`config.mk`:
```
export PLATFORM = sky130hd
export DESIGN_NAME = sepmux_bridge
export DESIGN_NICKNAME = d
export VERILOG_FILES = /design/src/rtl/sepmux_pkg.sv /design/src/rtl/sepmux_decode.sv /design/src/rtl/sepmux_seq.sv /design/src/rtl/sepmux_pins.sv /design/src/rtl/sepmux_bridge.sv
export SDC_FILE = /design/constraint.sdc
export NUM_CORES = 1
export LEC_CHECK = 0
export ABC_AREA = 1
export BUFFER_PORTS_ARGS = -buffer_cell sky130_fd_sc_hd__buf_2
export CAP_MARGIN = 0
export CORE_UTILIZATION = 41
export DETAILED_ROUTE_END_ITERATION = 8
export PLACE_DENSITY = 0.74
export SYNTH_ARGS = -nofsm -noshare
export SYNTH_HDL_FRONTEND = slang
export SYNTH_SLANG_ARGS = --single-unit
export TNS_END_PERCENT = 1
```
`constraint.sdc`:
```
create_clock -name clk -period 1.2 [get_ports clk]
set_input_delay 0.18 -clock clk [delete_from_list [all_inputs] [get_ports clk]]
set_output_delay 0.18 -clock clk [all_outputs]
set_load 0.03 [all_outputs]
```
`src/rtl/sepmux_pkg.sv`:
```
package sepmux_pkg;
  typedef enum logic [1:0] {
    SQ_IDLE  = 2'd0,
    SQ_SETUP = 2'd1,
    SQ_STRB  = 2'd2,
    SQ_HOLD  = 2'd3
  } seq_state_t;
endpackage

```
`src/rtl/sepmux_decode.sv`:
```
module sepmux_decode #(
  parameter int AW = 16,
  parameter logic [AW-2:0] BASE_HI = '0
) (
  input  logic [AW-1:0] addr,
  output logic          hit,
  output logic          data_phase
);
  always_comb begin
    hit        = (addr[AW-1:1] == BASE_HI);
    data_phase = addr[0];
  end
endmodule

```
`src/rtl/sepmux_seq.sv`:
```
module sepmux_seq
  import sepmux_pkg::*;
#(
  parameter int STROBE_CLKS = 3
) (
  input  logic clk,
  input  logic rst,
  input  logic start,
  output logic ev_start,
  output logic ev_on,
  output logic ev_off,
  output logic ev_end,
  output logic idle
);
  localparam int CW = (STROBE_CLKS > 1) ? $clog2(STROBE_CLKS) : 1;
  localparam logic [CW-1:0] CNT_LOAD = CW'(STROBE_CLKS - 1);

  seq_state_t state;
  logic [CW-1:0] cnt;

  always_comb begin
    ev_start = (state == SQ_IDLE) && start;
    ev_on    = (state == SQ_SETUP);
    ev_off   = (state == SQ_STRB) && (cnt == '0);
    ev_end   = (state == SQ_HOLD);
    idle     = (state == SQ_IDLE);
  end

  always_ff @(posedge clk) begin
    if (rst) begin
      state <= SQ_IDLE;
      cnt   <= '0;
    end else begin
      case (state)
        SQ_IDLE:  if (start) state <= SQ_SETUP;
        SQ_SETUP: begin
          state <= SQ_STRB;
          cnt   <= CNT_LOAD;
        end
        SQ_STRB:  if (cnt == '0) state <= SQ_HOLD;
                  else cnt <= cnt - 1'b1;
        default:  state <= SQ_IDLE;
      endcase
    end
  end
endmodule

```
`src/rtl/sepmux_pins.sv`:
```
module sepmux_pins #(
  parameter int DW = 8
) (
  input  logic          clk,
  input  logic          rst,
  input  logic          ev_start,
  input  logic          ev_on,
  input  logic          ev_off,
  input  logic          ev_end,
  input  logic          req_data,
  input  logic          req_wr,
  input  logic [DW-1:0] req_wdata,
  input  logic [DW-1:0] bus_in,
  output logic          cs_n,
  output logic          ale,
  output logic          rd_n,
  output logic          wr_n,
  output logic [DW-1:0] bus_out,
  output logic          bus_oe,
  output logic [DW-1:0] rdata
);
  logic is_data;
  logic is_wr;

  always_ff @(posedge clk) begin
    if (rst) begin
      is_data <= 1'b0;
      is_wr   <= 1'b0;
      cs_n    <= 1'b1;
      ale     <= 1'b0;
      rd_n    <= 1'b1;
      wr_n    <= 1'b1;
      bus_out <= '0;
      bus_oe  <= 1'b0;
      rdata   <= '0;
    end else begin
      if (ev_start) begin
        is_data <= req_data;
        is_wr   <= req_wr;
        cs_n    <= 1'b0;
        bus_out <= req_wdata;
        bus_oe  <= !req_data || req_wr;
        if (!req_data && !req_wr) rdata <= '0;
      end
      if (ev_on) begin
        if (!is_data)    ale  <= 1'b1;
        else if (is_wr)  wr_n <= 1'b0;
        else             rd_n <= 1'b0;
      end
      if (ev_off) begin
        ale  <= 1'b0;
        rd_n <= 1'b1;
        wr_n <= 1'b1;
        if (is_data && !is_wr) rdata <= bus_in;
      end
      if (ev_end) begin
        cs_n   <= 1'b1;
        bus_oe <= 1'b0;
      end
    end
  end
endmodule

```
`src/rtl/sepmux_bridge.sv`:
```
module sepmux_bridge #(
  parameter int AW = 16,
  parameter int DW = 8,
  parameter logic [AW-2:0] BASE_HI = 15'h6000,
  parameter int STROBE_CLKS = 3
) (
  input  logic          clk,
  input  logic          rst,
  input  logic [AW-1:0] host_addr,
  input  logic [DW-1:0] host_wdata,
  input  logic          host_rd,
  input  logic          host_wr,
  output logic [DW-1:0] host_rdata,
  output logic          host_ready,
  output logic          per_cs_n,
  output logic          per_ale,
  output logic          per_rd_n,
  output logic          per_wr_n,
  output logic [DW-1:0] ad_out,
  output logic          ad_oe,
  input  logic [DW-1:0] ad_in
);
  logic hit, data_phase, start;
  logic ev_start, ev_on, ev_off, ev_end;

  sepmux_decode #(.AW(AW), .BASE_HI(BASE_HI)) u_decode (
    .addr(host_addr), .hit(hit), .data_phase(data_phase)
  );

  assign start = hit && (host_rd || host_wr);

  sepmux_seq #(.STROBE_CLKS(STROBE_CLKS)) u_seq (
    .clk(clk), .rst(rst), .start(start),
    .ev_start(ev_start), .ev_on(ev_on), .ev_off(ev_off), .ev_end(ev_end),
    .idle(host_ready)
  );

  sepmux_pins #(.DW(DW)) u_pins (
    .clk(clk), .rst(rst),
    .ev_start(ev_start), .ev_on(ev_on), .ev_off(ev_off), .ev_end(ev_end),
    .req_data(data_phase), .req_wr(host_wr), .req_wdata(host_wdata),
    .bus_in(ad_in),
    .cs_n(per_cs_n), .ale(per_ale), .rd_n(per_rd_n), .wr_n(per_wr_n),
    .bus_out(ad_out), .bus_oe(ad_oe), .rdata(host_rdata)
  );

  // idle implies the peripheral is deselected
  p_idle_deselect_r2: assert property (@(posedge clk) disable iff (rst)
    host_ready |-> per_cs_n) else $error("idle with chip select active");

  // any strobe requires chip select
  p_strobe_needs_cs_r2: assert property (@(posedge clk) disable iff (rst)
    (per_ale || !per_rd_n || !per_wr_n) |-> !per_cs_n) else $error("strobe without select");

  // the latch strobe only with both data strobes high
  p_ale_quiet_r3: assert property (@(posedge clk) disable iff (rst)
    per_ale |-> (per_rd_n && per_wr_n)) else $error("latch strobe with data strobe");

  // the address is driven before the latch strobe rises
  p_addr_setup_r4: assert property (@(posedge clk) disable iff (rst)
    $rose(per_ale) |-> $past(ad_oe)) else $error("address setup");

  // the address is still driven after the latch strobe falls
  p_addr_hold_r4: assert property (@(posedge clk) disable iff (rst)
    $fell(per_ale) |-> ad_oe) else $error("address hold");

  // write data is driven while the write strobe is low
  p_write_drive_r5: assert property (@(posedge clk) disable iff (rst)
    !per_wr_n |-> ad_oe) else $error("write not driven");

  // write data is still driven one clock after the write strobe rises
  p_write_hold_r5: assert property (@(posedge clk) disable iff (rst)
    $rose(per_wr_n) |-> ad_oe) else $error("write hold");

  // the bus is released during a read, and the two data strobes are never low together
  p_read_release_r6: assert property (@(posedge clk) disable iff (rst)
    !per_rd_n |-> (!ad_oe && per_wr_n)) else $error("read bus conflict");
endmodule

```
==> reports/summary.txt, run 1 <==
Placed cells: 302
Clk Latency, worst-skew pair: 0.33 ns
Clk root buf: clkbuf_4
Post-synthesis compound-gate area fraction: 11.8%
First-pass GRT wire length: 5310 um
Ys Warns: 0
CTS max path bufs: 2
Crit share post-route: 110%
XOR/XNOR Fraction of Synth Area: 0%
Syn nets: 233
Sequential area share after synthesis: 41.8%
Crit path launch type: flip-flop
Layout cells sized above 1: 41.9%
Syn Area/Cell: 6.74 um2
M1 WL: 1400 um
Critical Path AT: 1.14 ns
# IOs: 58
Metal3 WL: 142 um
Failing checks: setup timing
Post-Syn Area: 1290 um2
Mux share of post-synthesis cell area: 0%
Slew Limit Headroom: 74.5%
Max_cap viols: 0
Clock Skews: 0.0120 ns
Number of global-route vias before repair: 1,351
WL met2: 1480 um
Vias: 1,404
H-tree Lvls: 1
Worst setup margin: -0.122 ns
Synthesized flop and latch total: 27
Worst Path Max Fanout: 3
Die height: 58.2 um
Standby leakage power: 0.893 nW
Global route overflow: 0
RePlAce Congestion: 0.810
Initial core utilization: 42.7%
DRT iter0 DRCs: 33
Width of the chip: 58.2 um
DP HPWL: 2310 um
Combinational family with the most area after synthesis: simple AND/OR/NAND/NOR gates
Worst setup path class: flip-flop to output port
# rows: 20
Least-Margin Pin Slew: 0.381 ns
CP Capture Type: output port
Post-Synth Simple-Gate Area: 30.9%
Routed vias/inst: 4.51
Hold WC Path Type: input pin to flip-flop
Fmax: 756 MHz
CTS sink cnt: 27
Post-synthesis adder-cell area fraction: 4.84%
# setup viols final: 11
DRT Pass-1 Iters: 4
Commonest non-fill, non-tap cells in the layout: 56 x buf_2, 34 x nor2_1, 32 x nand2_1
VDD IR max: 0.794 mV
Pwr Total: 0.00215 W
Total track usage: 19.6%
RSZ-0062 raised after global routing: true
Cells after Synth: 192
ANT nets after route: 0
Max layer used: met4
Power Density: 1130 nW/um2
Final wirelength: 3040 um
CTS Buf Count: 3
# DRC: 0
Final Non-Filler Cells: 311
Clk slew on worst S/H paths: 0.15 ns
Hold_buf cts: 0
Final nets: 309
Area growth syn-to-layout: 47.2%
Final slew viol count: 0
CP required: 1.02 ns
Fillcell total: 275
Drt wl/cell: 9.76 um
# diodes: 0
Most common cell after layout, fill and taps aside: buf_2
Synth cell types: 19
Die ar.: 3380 um2
Largest net degree at the start of global routing: 17
Outcome: finished, violations left
Fin. Hold Viols: 0
Initial antenna violation count: 0
Core outline area: 3030 um2
Port bufs: 57
TritonCTS clock tree: yes
Tmin final: 1.32 ns
worst max-delay path, stage by stage, from the launching register on:
cell and delay [ns]:
dfxtp_2 0.38, inv_4 0.04, ha_4 0.15, buf_6 0.11
buf_6 0.12
worst paths after layout:
kind | start | endpoint | slack, ns | cells past startpoint
setup / recovery | u_seq.state[0] | host_ready | -0.12 | 4
hold / removal | host_wdata[3] | u_pins.bus_out[3] | 0.06 | 3
setup reg to reg | u_seq.state[0] | u_pins.rdata[3] | -0.08 | 9
hold reg to reg | u_pins.cs_n | u_pins.cs_n | 0.46 | 2
area by class of cell:
type / instances / area, um2 / area share [%]
clock buffer: 3 / 22.5 / 1.18
clock inverter: 1 / 7.51 / 0.394
inverter: 31 / 121 / 6.37
multi-input combinational: 130 / 704 / 37.0
sequential: 27 / 543 / 28.5
tap: 44 / 55.1 / 2.89
timing repair buffer: 75 / 450 / 23.7
logic make-up (layout without fill, tap and decap cells):
| group | after synthesis | after routing |
|---|---|---|
| AOI/OAI and AO/OA | 30 | 30 |
| adders and majority gates | 5 | 5 |
| buffers and inverters | 35 | 110 |
| DFF | 27 | 27 |
| and+or+nand+nor | 95 | 95 |
cells in the mapped netlist:
cell | number | area share [%]
a21oi_1 | 15 | 5.8
buf_2 | 2 | 0.77
buf_4 | 1 | 0.58
clkbuf_1 | 1 | 0.29
dfxtp_1 | 27 | 42
ha_1 | 5 | 4.8
inv_1 | 26 | 7.5
inv_2 | 5 | 1.5
nand2_1 | 33 | 9.6
nand3_1 | 7 | 2.7
nand3_2 | 1 | 0.77
nand4_1 | 5 | 2.4
nor2_1 | 43 | 12
nor2_2 | 3 | 1.5
nor3_1 | 2 | 0.77
nor3_2 | 1 | 0.77
o21ai_0 | 3 | 1.2
o21ai_1 | 11 | 4.3
o31ai_1 | 1 | 0.58
layer usage:
metal,GRT usage [%],vias to the layer above
met2,37.1,48
met4,4.42,0
met1,23.2,602
met5,0,-
li1,-,752
met3,2.68,2
registers in the layout, summed over array words and instances (netlist names):
signal          count
u_pins.rd_n         1
u_pins.bus_oe       1
u_pins.is_wr        1
u_pins.is_data      1
u_pins.wr_n         1
u_seq.state         2
u_pins.ale          1
u_pins.bus_out      8
u_seq.cnt           2
u_pins.rdata        8
u_pins.cs_n         1
through the flow:
step / setup TNS, ns / utilization [%] / hold WS [ns] / instance area (um2) / worst slack (ns)
finish: -0.765 / 62.9 / 0.0601 / 1900 / -0.122
global placement: -0.907 / 58.0 / 0.403 / 1760 / -0.0747
global route: -2.63 / 62.9 / 0.0644 / 1900 / -0.177
CTS: -0.995 / 61.2 / 0.0563 / 1850 / -0.132
detailed placement: -1.37 / 58.0 / 0.411 / 1760 / -0.107
floorplan: -0.0787 / - / 0.288 / 1330 / -0.00804
repair_timing:
action,CTS,global route
pin swaps,3,0
setup buffers,4,1
gates resized for setup,14,15
setup endpoints to repair,21,24
where the power goes:
part	internal, W	switching [W]
clock network	0.000128	0.000276
registers	0.000948	0.0000283
logic	0.000364	0.000402
total	0.00144	0.000706
Note: power is estimated with default switching activity, not from simulation.
==> run 2, diff against run 1 <==
- RECOVER_POWER: not set -> 50
- SETUP_SLACK_MARGIN: not set -> 0.15
- SKIP_LAST_GASP: not set -> 1
==> run 2 against run 1 <==
Against the previous run:
- the run still ends with setup timing left
- clock skew down 0.0067 ns
- non-clock buffer count shrank 5
- combinational power shrank 15%
- clock power fell by 3%
- fmax up 4.4%
- wire length fell by 7.6%
- final cell count shrank 1.6%
- largest power group unchanged
- critical path type unchanged
- first-iteration DRC count rose by 88%
==> reports/summary.txt, run 2 (synthesis gave the netlist of run 1 again) <==
Initial core utilization: 42.7% (unchanged)
Most common cell after layout, fill and taps aside: buf_2
RSZ-0062 raised after global routing: true
CTS Buf Count: 3 (unchanged)
# diodes: 0 (unchanged)
Drt wl/cell: 9.17 um (-6.1%)
RePlAce Congestion: 0.769 (-5.0%)
CTS max path bufs: 2 (unchanged)
Final wirelength: 2810 um (-7.6%)
Layout cells sized above 1: 35.9% (-6.1 points)
Global route overflow: 0 (unchanged)
# setup viols final: 4 (-7)
Multi-input logic area: 662 um2 (-6.0%)
R2R Setup Slk: -0.02 ns (+0.06 ns)
# IOs: 58 (unchanged)
Vias: 1,391 (-0.93%)
Crit path launch type: flip-flop
Register area: 547 um2 (+0.69%)
Fillcell total: 306 (+11%)
First-pass GRT wire length: 4890 um (-7.9%)
Die ar.: 3380 um2 (unchanged)
Critical Path AT: 1.09 ns (-0.05 ns)
CTS sink cnt: 27 (unchanged)
CP required: 1.02 ns (about the same)
ANT nets after route: 0 (unchanged)
Post-layout util: 59.9% (-3.0 points)
Final Cell Area: 1810 um2 (-4.8%)
WHS Path Cells: 3 (unchanged)
Largest regs: u_pins.bus_out: 8 flops, u_pins.rdata: 8 flops
Standby leakage power: 0.866 nW (-3.0%)
Final slew viol count: 0 (unchanged)
Hold_buf cts: 0 (unchanged)
Clock Skews: 0.00530 ns (-0.00669 ns)
Total track usage: 18.3% (-1.3 points)
Least-Margin Pin Slew: 0.310 ns (-0.0714 ns)
H-tree Lvls: 1 (unchanged)
Slowest-stage cell, CP: dfxtp_4
VDD IR max: 0.622 mV (-22%)
R2r worst-path depth: 7 (-2)
Area growth syn-to-layout: 40.1%
# rows: 20 (unchanged)
Largest net degree at the start of global routing: 17 (unchanged)
Number of global-route vias before repair: 1,213 (-10%)
Failing checks: setup timing
Crit share post-route: 106% (-4.6 points)
Port bufs: 57 (unchanged)
Final nets: 304 (-1.6%)
Fmax: 789 MHz (+4.4%)
Initial antenna violation count: 0 (unchanged)
Width of the chip: 58.2 um (unchanged)
Clk Latency, worst-skew pair: 0.32 ns (about the same)
Power Density: 1120 nW/um2 (-0.44%)
Commonest non-fill, non-tap cells in the layout: 44 x buf_2, 42 x nor2_1, 32 x nand2_1
Crit-path cells: inv_4 -> ha_4 -> buf_6
Tmin final: 1.27 ns (-0.0551 ns)
Outcome: finished, violations left
Max_cap viols: 0 (unchanged)
Pwr Total: 0.00203 W (-5.2%)
Worst Path Max Fanout: 5 (+2)
Worst setup margin: -0.0668 ns (+0.0551 ns)
Routed vias/inst: 4.55 (+0.69%)
Worst setup path class: flip-flop to output port
TritonCTS clock tree: yes
Die height: 58.2 um (unchanged)
# DRC: 0 (unchanged)
DRT iter0 DRCs: 62 (+88%)
DRT Pass-1 Iters: 4 (unchanged)
DP HPWL: 2230 um (-3.5%)
Fin. Hold Viols: 0 (unchanged)
Clk root buf: clkbuf_4
Clk slew on worst S/H paths: 0.14 ns (about the same)
Setup TNS: -0.0970 ns (+0.668 ns)
Hold WC Path Type: input pin to flip-flop
Slew Limit Headroom: 79.3% (+4.8 points)
Core outline area: 3030 um2 (unchanged)
CP max stage delay: 0.41 ns (+0.03 ns)
CP Capture Type: output port
Placement Cell Area: 1740 um2 (-0.86%)
## run 2: worst paths after layout
path	to	from
max	host_ready	u_seq.state[1]
min	u_pins.bus_out[5]	host_wdata[5]
max reg2reg	u_pins.bus_out[3]	u_seq.state[1]
min reg2reg	u_seq.cnt[0]	u_seq.cnt[0]
## run 2: repair_timing
action / CTS / global route
pin swaps: 1 / 0
buffers inserted: 4 / 0
setup endpoints to repair: 43 / 49
gates resized for setup: 3 / 3
## run 2: final cells by class
cell class / count / share of cell area (%)
Timing Repair Buffer: 70 / 22.2
Multi-Input combinational cell: 130 / 36.5
Sequential cell: 27 / 30.2
Tap cell: 44 / 3.04
Clock buffer: 4 / 1.45
Inverter: 31 / 6.69
## run 2: per-layer routing
layer  part of all wire (%)  GRT usage (%)  vias to the layer above  wire [um]
met5                      0              0                        -          0
met4                   0.71           5.10                        0         20
met3                    5.0           2.68                        4        139
met2                     47           31.7                       42       1310
met1                     48           23.6                      608       1340
li1                       -              -                      737          -
## run 2: where the power goes
group	total (W)	switching, W	internal [W]
clock network	0.000392	0.000261	0.000130
registers	0.000995	0.0000436	0.000952
logic	0.000647	0.000350	0.000297
## run 2: stage by stage
stage | hold slack (ns) | setup slack [ns] | std cells
floorplan | 0.288 | 0.0438 | 192
global placement | 0.401 | -0.00906 | 298
detailed placement | 0.409 | -0.0821 | 298
CTS | 0.0621 | -0.0746 | 306
global route | 0.0612 | -0.118 | 306
finish | 0.0626 | -0.0668 | 306
## run 2: worst max-delay path, delay by kind of cell (launching register included)
family,cells,cell delay [ns]
adders and majority gates,1,0.17
buffers and inverters,2,0.18
DFF,1,0.41
